--- src/rtl/lfsr_vtg_pkg.sv ---
package lfsr_vtg_pkg;
  localparam int LFSR_W = 16;
  typedef logic [LFSR_W-1:0] lfsr_t;
  localparam lfsr_t LFSR_SEED = '1;
  // feedback taps: bits 15, 4, 2, 1
  localparam lfsr_t LFSR_TAPS = lfsr_t'(16'h8016);

  function automatic lfsr_t lfsr_step(input lfsr_t s);
    return {s[LFSR_W-2:0], ^(s & LFSR_TAPS)};
  endfunction
endpackage

--- src/rtl/lfsr_axis_counter.sv ---
module lfsr_axis_counter
  import lfsr_vtg_pkg::*;
(
  input  logic  clk,
  input  logic  rst_n,
  input  logic  adv,
  input  lfsr_t end_code,
  output lfsr_t state,
  output lfsr_t nxt,
  output logic  at_end
);
  assign at_end = (state == end_code);
  assign nxt    = at_end ? LFSR_SEED : lfsr_step(state);

  always_ff @(posedge clk) begin
    if (!rst_n)   state <= LFSR_SEED;
    else if (adv) state <= nxt;
  end


  hold_without_step_chk: assert property (@(posedge clk) disable iff (!rst_n)
    !adv |=> $stable(state));

  reload_on_end_chk: assert property (@(posedge clk) disable iff (!rst_n)
    (adv && at_end) |=> (state == LFSR_SEED));

  no_lockup_chk: assert property (@(posedge clk) disable iff (!rst_n)
    state != '0);
endmodule

--- src/rtl/lfsr_window.sv ---
module lfsr_window
  import lfsr_vtg_pkg::*;
(
  input  logic  clk,
  input  logic  rst_n,
  input  logic  adv,
  input  lfsr_t nxt,
  input  lfsr_t beg_code,
  input  lfsr_t end_code,
  output logic  open
);
  logic open_d;

  // end match has priority so that beg == end gives an empty window
  always_comb begin
    open_d = open;
    if (nxt == end_code)      open_d = 1'b0;
    else if (nxt == beg_code) open_d = 1'b1;
  end

  always_ff @(posedge clk) begin
    if (!rst_n)   open <= (LFSR_SEED == beg_code) && (LFSR_SEED != end_code);
    else if (adv) open <= open_d;
  end


  window_frozen_chk: assert property (@(posedge clk) disable iff (!rst_n)
    !adv |=> $stable(open));

  empty_window_chk: assert property (@(posedge clk) disable iff (!rst_n)
    (adv && beg_code == end_code && nxt == beg_code) |=> !open);
endmodule

--- src/rtl/lfsr_video_timing.sv ---
module lfsr_video_timing
  import lfsr_vtg_pkg::*;
(
  input  logic        clk,
  input  logic        rst_n,
  input  logic        pix_en,
  input  logic        blank,
  input  logic        pwr_down,
  input  logic [15:0] h_total_code,
  input  logic [15:0] h_sync_beg_code,
  input  logic [15:0] h_sync_end_code,
  input  logic [15:0] h_disp_beg_code,
  input  logic [15:0] h_disp_end_code,
  input  logic [15:0] v_total_code,
  input  logic [15:0] v_sync_beg_code,
  input  logic [15:0] v_sync_end_code,
  input  logic [15:0] v_disp_beg_code,
  input  logic [15:0] v_disp_end_code,
  output logic        hsync,
  output logic        vsync,
  output logic        active
);
  lfsr_t h_state, h_nxt, v_state, v_nxt;
  logic  h_at_end, v_at_end;
  logic  line_done, frame_done;
  logic  hs_open, hd_open, vs_open, vd_open;

  assign line_done  = pix_en & h_at_end;
  assign frame_done = line_done & v_at_end;

  lfsr_axis_counter u_hcnt (
    .clk(clk), .rst_n(rst_n), .adv(pix_en), .end_code(h_total_code),
    .state(h_state), .nxt(h_nxt), .at_end(h_at_end));

  lfsr_axis_counter u_vcnt (
    .clk(clk), .rst_n(rst_n), .adv(line_done), .end_code(v_total_code),
    .state(v_state), .nxt(v_nxt), .at_end(v_at_end));

  lfsr_window u_hsync_win (
    .clk(clk), .rst_n(rst_n), .adv(pix_en), .nxt(h_nxt),
    .beg_code(h_sync_beg_code), .end_code(h_sync_end_code), .open(hs_open));

  lfsr_window u_hdisp_win (
    .clk(clk), .rst_n(rst_n), .adv(pix_en), .nxt(h_nxt),
    .beg_code(h_disp_beg_code), .end_code(h_disp_end_code), .open(hd_open));

  lfsr_window u_vsync_win (
    .clk(clk), .rst_n(rst_n), .adv(line_done), .nxt(v_nxt),
    .beg_code(v_sync_beg_code), .end_code(v_sync_end_code), .open(vs_open));

  lfsr_window u_vdisp_win (
    .clk(clk), .rst_n(rst_n), .adv(line_done), .nxt(v_nxt),
    .beg_code(v_disp_beg_code), .end_code(v_disp_end_code), .open(vd_open));

  assign hsync  = hs_open & ~pwr_down;
  assign vsync  = vs_open & ~pwr_down;
  assign active = hd_open & vd_open & ~blank & ~pwr_down;


  frame_wraps_seed_chk: assert property (@(posedge clk) disable iff (!rst_n)
    frame_done |=> (v_state == LFSR_SEED && h_state == LFSR_SEED));

  vert_moves_on_line_chk: assert property (@(posedge clk) disable iff (!rst_n)
    !line_done |=> $stable(v_state));

  pwrdown_quiet_chk: assert property (@(posedge clk) disable iff (!rst_n)
    pwr_down |-> (!hsync && !vsync && !active));

  blank_dark_chk: assert property (@(posedge clk) disable iff (!rst_n)
    blank |-> !active);
endmodule

--- config.mk ---
export PLATFORM = sky130hd
export DESIGN_NAME = lfsr_video_timing
export DESIGN_NICKNAME = d
export VERILOG_FILES = /design/src/rtl/lfsr_vtg_pkg.sv /design/src/rtl/lfsr_axis_counter.sv /design/src/rtl/lfsr_window.sv /design/src/rtl/lfsr_video_timing.sv
export SDC_FILE = /design/constraint.sdc
export NUM_CORES = 1
export LEC_CHECK = 0
export BUFFER_PORTS_ARGS = -buffer_cell sky130_fd_sc_hd__buf_4
export CAP_MARGIN = 20
export CORE_MARGIN = 3
export CORE_UTILIZATION = 50
export DETAILED_ROUTE_END_ITERATION = 8
export MAX_ROUTING_LAYER = met4
export PLACE_DENSITY = 0.78
export SETUP_SLACK_MARGIN = 0.5
export SYNTH_ARGS = -nofsm -noshare
export SYNTH_HDL_FRONTEND = slang
export SYNTH_SLANG_ARGS = --single-unit
--- constraint.sdc ---
create_clock -name clk -period 4.4 [get_ports clk]
set_clock_uncertainty 0.05 [all_clocks]
set_input_delay 0.22 -clock clk [delete_from_list [all_inputs] [get_ports clk]]
set_output_delay 0.22 -clock clk [all_outputs]
set_load 0.1 [all_outputs]
==> results of run 1 <==
## metrics by stage
stage,utilization [%],std cells,worst slack [ps],area (um^2),hold WS [ps]
5_1_grt,65.2,992,564,6520,293
4_1_cts,65.2,992,808,6520,261
3_3_place_gp,64.2,984,896,6410,490
6_report,65.2,992,737,6520,274
2_1_floorplan,-,744,915,5240,467
3_5_place_dp,64.2,984,829,6410,501
## cell type report
class	count	area [um^2]
Multi-Input combinational cell	631	4120
Fill cell	887	3480
Timing Repair Buffer	177	1340
Sequential cell	36	761
Tap cell	133	166
Clock buffer	8	100
Inverter	7	26.3
## power by group
group	leakage [uW]	switching, uW	internal [uW]
Sequential	0.000299	17.8	338
Clock	0.0000515	128	143
Combinational	0.00212	177	183
Total	0.00247	323	664
## kinds of logic (layout without fill, tap and decap cells)
group,Yosys count,in the layout
buf+inv,77,192
xor+xnor,98,98
simple gates,341,341
flops,36,36
mux,3,3
compound gates,189,189
## worst max-delay path, cell delays in order, from the launching register on
cell and delay (ps):
sky130_fd_sc_hd__dfxtp_1 760, sky130_fd_sc_hd__xnor2_2 200, sky130_fd_sc_hd__nand4_2 140, sky130_fd_sc_hd__nor4_4 800
sky130_fd_sc_hd__buf_12 370, sky130_fd_sc_hd__a31o_1 140, sky130_fd_sc_hd__a32oi_1 110, sky130_fd_sc_hd__a211o_4 360
sky130_fd_sc_hd__o41ai_2 300, sky130_fd_sc_hd__a31o_1 140
## per-layer routing
layer	track usage, %	up-vias	routed length [um]
met5	-	-	0
met4	8.30	0	314
met3	4.18	31	2040
met2	47.9	372	8610
met1	44.3	3047	8040
li1	-	3070	-
## placed cells by master, fill, tap and decap left out, types with 4 or more instances in the layout
master	n
sky130_fd_sc_hd__or2_2	17
sky130_fd_sc_hd__nand3_1	4
sky130_fd_sc_hd__nand4_1	45
sky130_fd_sc_hd__and2_1	19
sky130_fd_sc_hd__a32oi_1	9
sky130_fd_sc_hd__a21oi_1	18
sky130_fd_sc_hd__nor2_1	44
sky130_fd_sc_hd__clkbuf_8	7
sky130_fd_sc_hd__a311o_1	4
sky130_fd_sc_hd__a31oi_1	23
sky130_fd_sc_hd__a211oi_1	6
sky130_fd_sc_hd__nor3_1	49
sky130_fd_sc_hd__xor2_1	52
sky130_fd_sc_hd__o21ai_0	50
sky130_fd_sc_hd__xnor2_2	4
sky130_fd_sc_hd__edfxtp_1	4
sky130_fd_sc_hd__and3_1	16
sky130_fd_sc_hd__buf_4	176
sky130_fd_sc_hd__a22oi_1	8
sky130_fd_sc_hd__nand2_1	60
sky130_fd_sc_hd__or3_1	8
sky130_fd_sc_hd__nand4b_1	6
sky130_fd_sc_hd__inv_1	7
sky130_fd_sc_hd__dfxtp_1	32
sky130_fd_sc_hd__xnor2_1	41
sky130_fd_sc_hd__o211ai_1	33
sky130_fd_sc_hd__a311oi_1	19
sky130_fd_sc_hd__nor4_1	53
sky130_fd_sc_hd__or4_1	4
## registers in the layout, indices dropped and copies added (netlist names)
register          cells
u_hcnt.state         16
u_vcnt.state         16
u_hdisp_win.open      1
u_hsync_win.open      1
u_vdisp_win.open      1
u_vsync_win.open      1
## worst min-delay path by stage
stage / from / end / slack, ps / cells after the start
floorplan: u_hcnt.state[15] / u_hcnt.state[15] / 470 / 2
global placement: u_hcnt.state[15] / u_hcnt.state[15] / 490 / 2
detailed placement: u_hcnt.state[15] / u_hcnt.state[15] / 500 / 2
CTS: rst_n / u_hcnt.state[5] / 260 / 2
global route: rst_n / u_hcnt.state[10] / 290 / 2
finish: rst_n / u_hcnt.state[5] / 270 / 2
==> impl_metrics.ini, run 1 <==
[clocking]
ctsHtreeMaxLevel = 2
cts_hold_buf = 0
clock_sink_count = 36
cts-resized-gates = 0
worst_skew_pair.late_latency_ps = 300
path_clk_slew_ps = 80
cts_buffers = 5
cts_tree = yes
setup_bufs_post_cts = 0
clock_tree.root_cell = sky130_fd_sc_hd__clkbuf_8
cts_max_path_buffers = 2

[yosys]
ys_top_cells_by_count = sky130_fd_sc_hd__nand2_1 (60), sky130_fd_sc_hd__nor4_1 (53), sky130_fd_sc_hd__xor2_1 (52), sky130_fd_sc_hd__o21ai_0 (50), sky130_fd_sc_hd__nor3_1 (49)
compound_cell_area_share_of_the_yosys_netlist_pct = 24.7
netlist.top_cell.by_area = sky130_fd_sc_hd__dfxtp_1
synthesis.yosys.warnings = 0
synth_simple_gate_area_share_pct = 36.0
asyncSetResetFlopFracSynth_pct = 0
synthesis.nets = 909
synth.avg_cell_area_um2 = 7.04
synthCells = 744
synth_seq_area_share_pct = 14.5
synthAdderAreaFrac_pct = 0
synth_top_family_by_area = simple AND/OR/NAND/NOR gates
synthMuxAreaShare_pct = 0.597
dominantRegCellSynth = sky130_fd_sc_hd__dfxtp_1
cell_area_after_synthesis_um2 = 5240
yosysTopAreaCellShare_pct = 12.2
ys_seq_elements = 36
yosysUniqueCellTypes = 57
synth.most_common_cell = sky130_fd_sc_hd__nand2_1
synth_enable_flop_cells = 4
synth_xor_xnor_area_share_pct = 17.3
synth_area_leaders = sky130_fd_sc_hd__dfxtp_1 (12%), sky130_fd_sc_hd__xor2_1 (8.7%), sky130_fd_sc_hd__xnor2_1 (6.9%), sky130_fd_sc_hd__nor4_1 (6.3%), sky130_fd_sc_hd__nand4_1 (5.4%)

[placement]
globalplace.congestion = 1.05
dp_wirelength_mm = 14.2
number_of_input_and_output_port_buffers_inserted = 167

[setup_path]
critical_path.reg2reg.endpoint = u_vdisp_win.open
critPathArrivalTime_ps = 3630
path_max_fanout = 75
worst_ep_required_time_ps = 4370
worstSetupPathType = reg -> reg
cp-end-kind = flop
start_kind = flop
worstSetupStartpoint = u_vcnt.state[5]
crit_path_end = u_vdisp_win.open
ff2ff_setup_slack_ps = 740
worstReg2RegStart = u_vcnt.state[5]
worstRegToRegCells = 9

[die]
top_level_ports = 168
die_area_um2 = 11700
initial_utilization_pct = 52.4
chipHeight_um = 108
core.rowCount = 36
core_area_um2 = 10000
die_w_um = 108

[global_route]
maximum_number_of_pins_on_one_net_before_global_route_repair = 76
groute.usage.overall_pct = 31.6
globalRouteOverflowTotal = 0
grt_pass1_vias = 5774
global_route_wire_length_before_repair_mm = 28.9
antenna_violations_before_repair = 0

[pwr]
peakVddDrop_mv = 0.111
post-layout-total-power_uw = 988
power.leakage_uw = 0.00247
pwr_density_cell_nw_per_um2 = 152

[routing]
detail_route.wirelength_mm = 19.0
routedWlPerCell_um = 19.2
dr_total_vias = 6520
drc = 0
drt_iter0_drc = 648
post_drt_via_cell_ratio = 6.57
dr.pass1.iters = 5
detail_route_antenna_nets = 0

[job]
cap_violations = 0

[timing]
fmaxAchievable_mhz = 273
maxSlewViolCount = 0
max_slew_margin_pct = 39.2
worst_pin_slew_ps = 908
final-setup-viol-count = 0
final.setup.tns_ps = 0
finalWorstPathRequiredPeriod_ps = 3660
final_hold_viols = 0
min_period_over_period_pct = 83.2
rsz0062_at_grt = no

[final_layout]
final_net_count = 1023
antenna-diode-count = 0
areaGrowthSynthToFinish_pct = 24.4
layout-drive-gt1-share_pct = 25.0

[worst_hold_path]
hp-class = in -> reg

[run_status]
status = completed
No activity file was read; power rests on OpenSTA's default activity.
==> run 2: changes to the inputs <==
clock period = 3.59 ns   (was 4.4 ns; I/O delays follow)
==> impl_metrics.ini, run 2 (synthesis gave the netlist of run 1 again) <==
[timing]
final_hold_viols = 0
fmaxAchievable_mhz = 333
maxSlewViolCount = 0
worst_pin_slew_ps = 592
rsz0062_at_grt = yes
final.setup.tns_ps = 0
final_setup_margin_ps = 591
finalWorstPathRequiredPeriod_ps = 3000
max_slew_margin_pct = 60.2
final-setup-viol-count = 0
min_period_over_period_pct = 83.5
finalHoldWorstSlack_ps = 216

[final_layout]
finalCoreUtilization_pct = 67.2
antenna-diode-count = 0
register_area_um2 = 774
areaGrowthSynthToFinish_pct = 28.3
layout.cell_area.non_filler_um2 = 6720
layout-drive-gt1-share_pct = 28.3
final_cell_mix = sky130_fd_sc_hd__buf_4 (198), sky130_fd_sc_hd__nand2_1 (60), sky130_fd_sc_hd__nor4_1 (53)
final_net_count = 1047
area_of_the_multi_input_gates_um2 = 4130
number_of_inserted_filler_cells_in_the_final_layout = 916
layout_top_registers = u_hcnt.state x16, u_vcnt.state x16
final_common_cell = sky130_fd_sc_hd__buf_4

[setup_path]
slowest_cell_on_the_critical_path = sky130_fd_sc_hd__or4_4
critPathArrivalTime_ps = 2980
worstSetupPathType = reg -> reg
path_max_fanout = 9
crit_chain = xnor2_4 -> nand4_2 -> nor4_4 -> buf_4 -> and3_1 -> a311oi_1 -> or4_4 -> o41ai_2 -> a31o_1
worst_ep_required_time_ps = 3570
start_kind = flop
critical-path-max-stage-delay_ps = 540
crit_buf_inv = 1
cp-end-kind = flop
crit_family = simple AND/OR/NAND/NOR gates

[die]
top_level_ports = 168
die_w_um = 108
chipHeight_um = 108
die_area_um2 = 11700
core.rowCount = 36
core_area_um2 = 10000
initial_utilization_pct = 52.4

[job]
cap_violations = 0

[placement]
dpl_worst_slack_ps = 358
number_of_input_and_output_port_buffers_inserted = 167
dpl-instance-area_um2 = 6570
dp_wirelength_mm = 14.7
globalplace.congestion = 1.01

[worst_hold_path]
hp-class = in -> reg

[routing]
routedWlPerCell_um = 19.4
post_drt_via_cell_ratio = 6.52
drt_iter0_drc = 727
dr.pass1.iters = 5
dr_total_vias = 6623
detail_route.wirelength_mm = 19.7
detail_route_antenna_nets = 0
drc = 0

[clocking]
path_clk_slew_ps = 90
clock_sink_count = 36
clock_tree.root_cell = sky130_fd_sc_hd__clkbuf_8
cts_buffers = 5
cts_max_path_buffers = 2
cts_hold_buf = 0
worst_skew_pair.late_latency_ps = 300
cts_tree = yes
ctsHtreeMaxLevel = 2

[global_route]
global_route_wire_length_before_repair_mm = 29.7
groute.usage.overall_pct = 32.7
antenna_violations_before_repair = 0
maximum_number_of_pins_on_one_net_before_global_route_repair = 73
grt_pass1_vias = 5861
globalRouteOverflowTotal = 0

[run_status]
status = completed

[pwr]
pwr_density_cell_nw_per_um2 = 177
peakVddDrop_mv = 0.134
power.leakage_uw = 0.00257
==> run 2: cell types whose count changed in the layout (fill, tap and decap cells not counted), sizes merged <==
cell      previous run  this run
clkinv               0         1
clkinvlp             0         2
clkbuf               8         6
buf                177       200
==> run 2: cell type report <==
cell class / count / area share (%)
clock buffers: 5 / 1.02
clock inverters: 3 / 0.354
inverters: 7 / 0.391
multi-input cells: 631 / 61.4
flip-flops and latches: 36 / 11.5
well taps: 133 / 2.48
repair buffers: 201 / 22.8
==> run 2: worst reg2reg max path, stage by stage, from the launching register on <==
cell                       delay, ps
sky130_fd_sc_hd__dfxtp_4         440
sky130_fd_sc_hd__xnor2_4         130
sky130_fd_sc_hd__nand4_2         140
sky130_fd_sc_hd__nor4_4          520
sky130_fd_sc_hd__buf_4           220
sky130_fd_sc_hd__and3_1          150
sky130_fd_sc_hd__a311oi_1         40
sky130_fd_sc_hd__or4_4           540
sky130_fd_sc_hd__o41ai_2         350
sky130_fd_sc_hd__a31o_1          140
==> run 2: worst paths after layout <==
path | startpoint | slack [ps] | depth (start not counted) | to
max | u_vcnt.state[10] | 590 | 9 | u_vdisp_win.open
min | rst_n | 220 | 2 | u_hcnt.state[10]
max reg2reg | u_vcnt.state[10] | 590 | 9 | u_vdisp_win.open
min reg2reg | u_hcnt.state[15] | 510 | 2 | u_hcnt.state[15]
==> run 2: timing repair <==
action,in CTS,in global routing
pin swaps,1,1
gates resized for setup,2,10
endpoints found under the setup margin,4,6
cloned,0,1
buffers inserted,1,2
==> run 2: stage by stage <==
step                      power, uW  instances
after floorplan                 624        744
after global placement          870       1004
after detailed placement        884       1004
after CTS                      1180       1013
after global routing           1250       1016
final                          1190       1016
==> run 2: report_power, final <==
part	internal (uW)	total (uW)	switching, uW
logic	228	459	231
registers	413	424	11.0
clock network	138	308	170
total	779	1190	412
==> run 2: layer usage <==
layer	GRT usage (%)	vias to the layer above	wire length (um)	share of wire [%]
met5	-	-	0	0
met1	45.6	3097	8260	42
met2	50.0	383	8940	45
met4	8.12	0	244	1.2
met3	4.30	25	2240	11
li1	-	3118	-	-
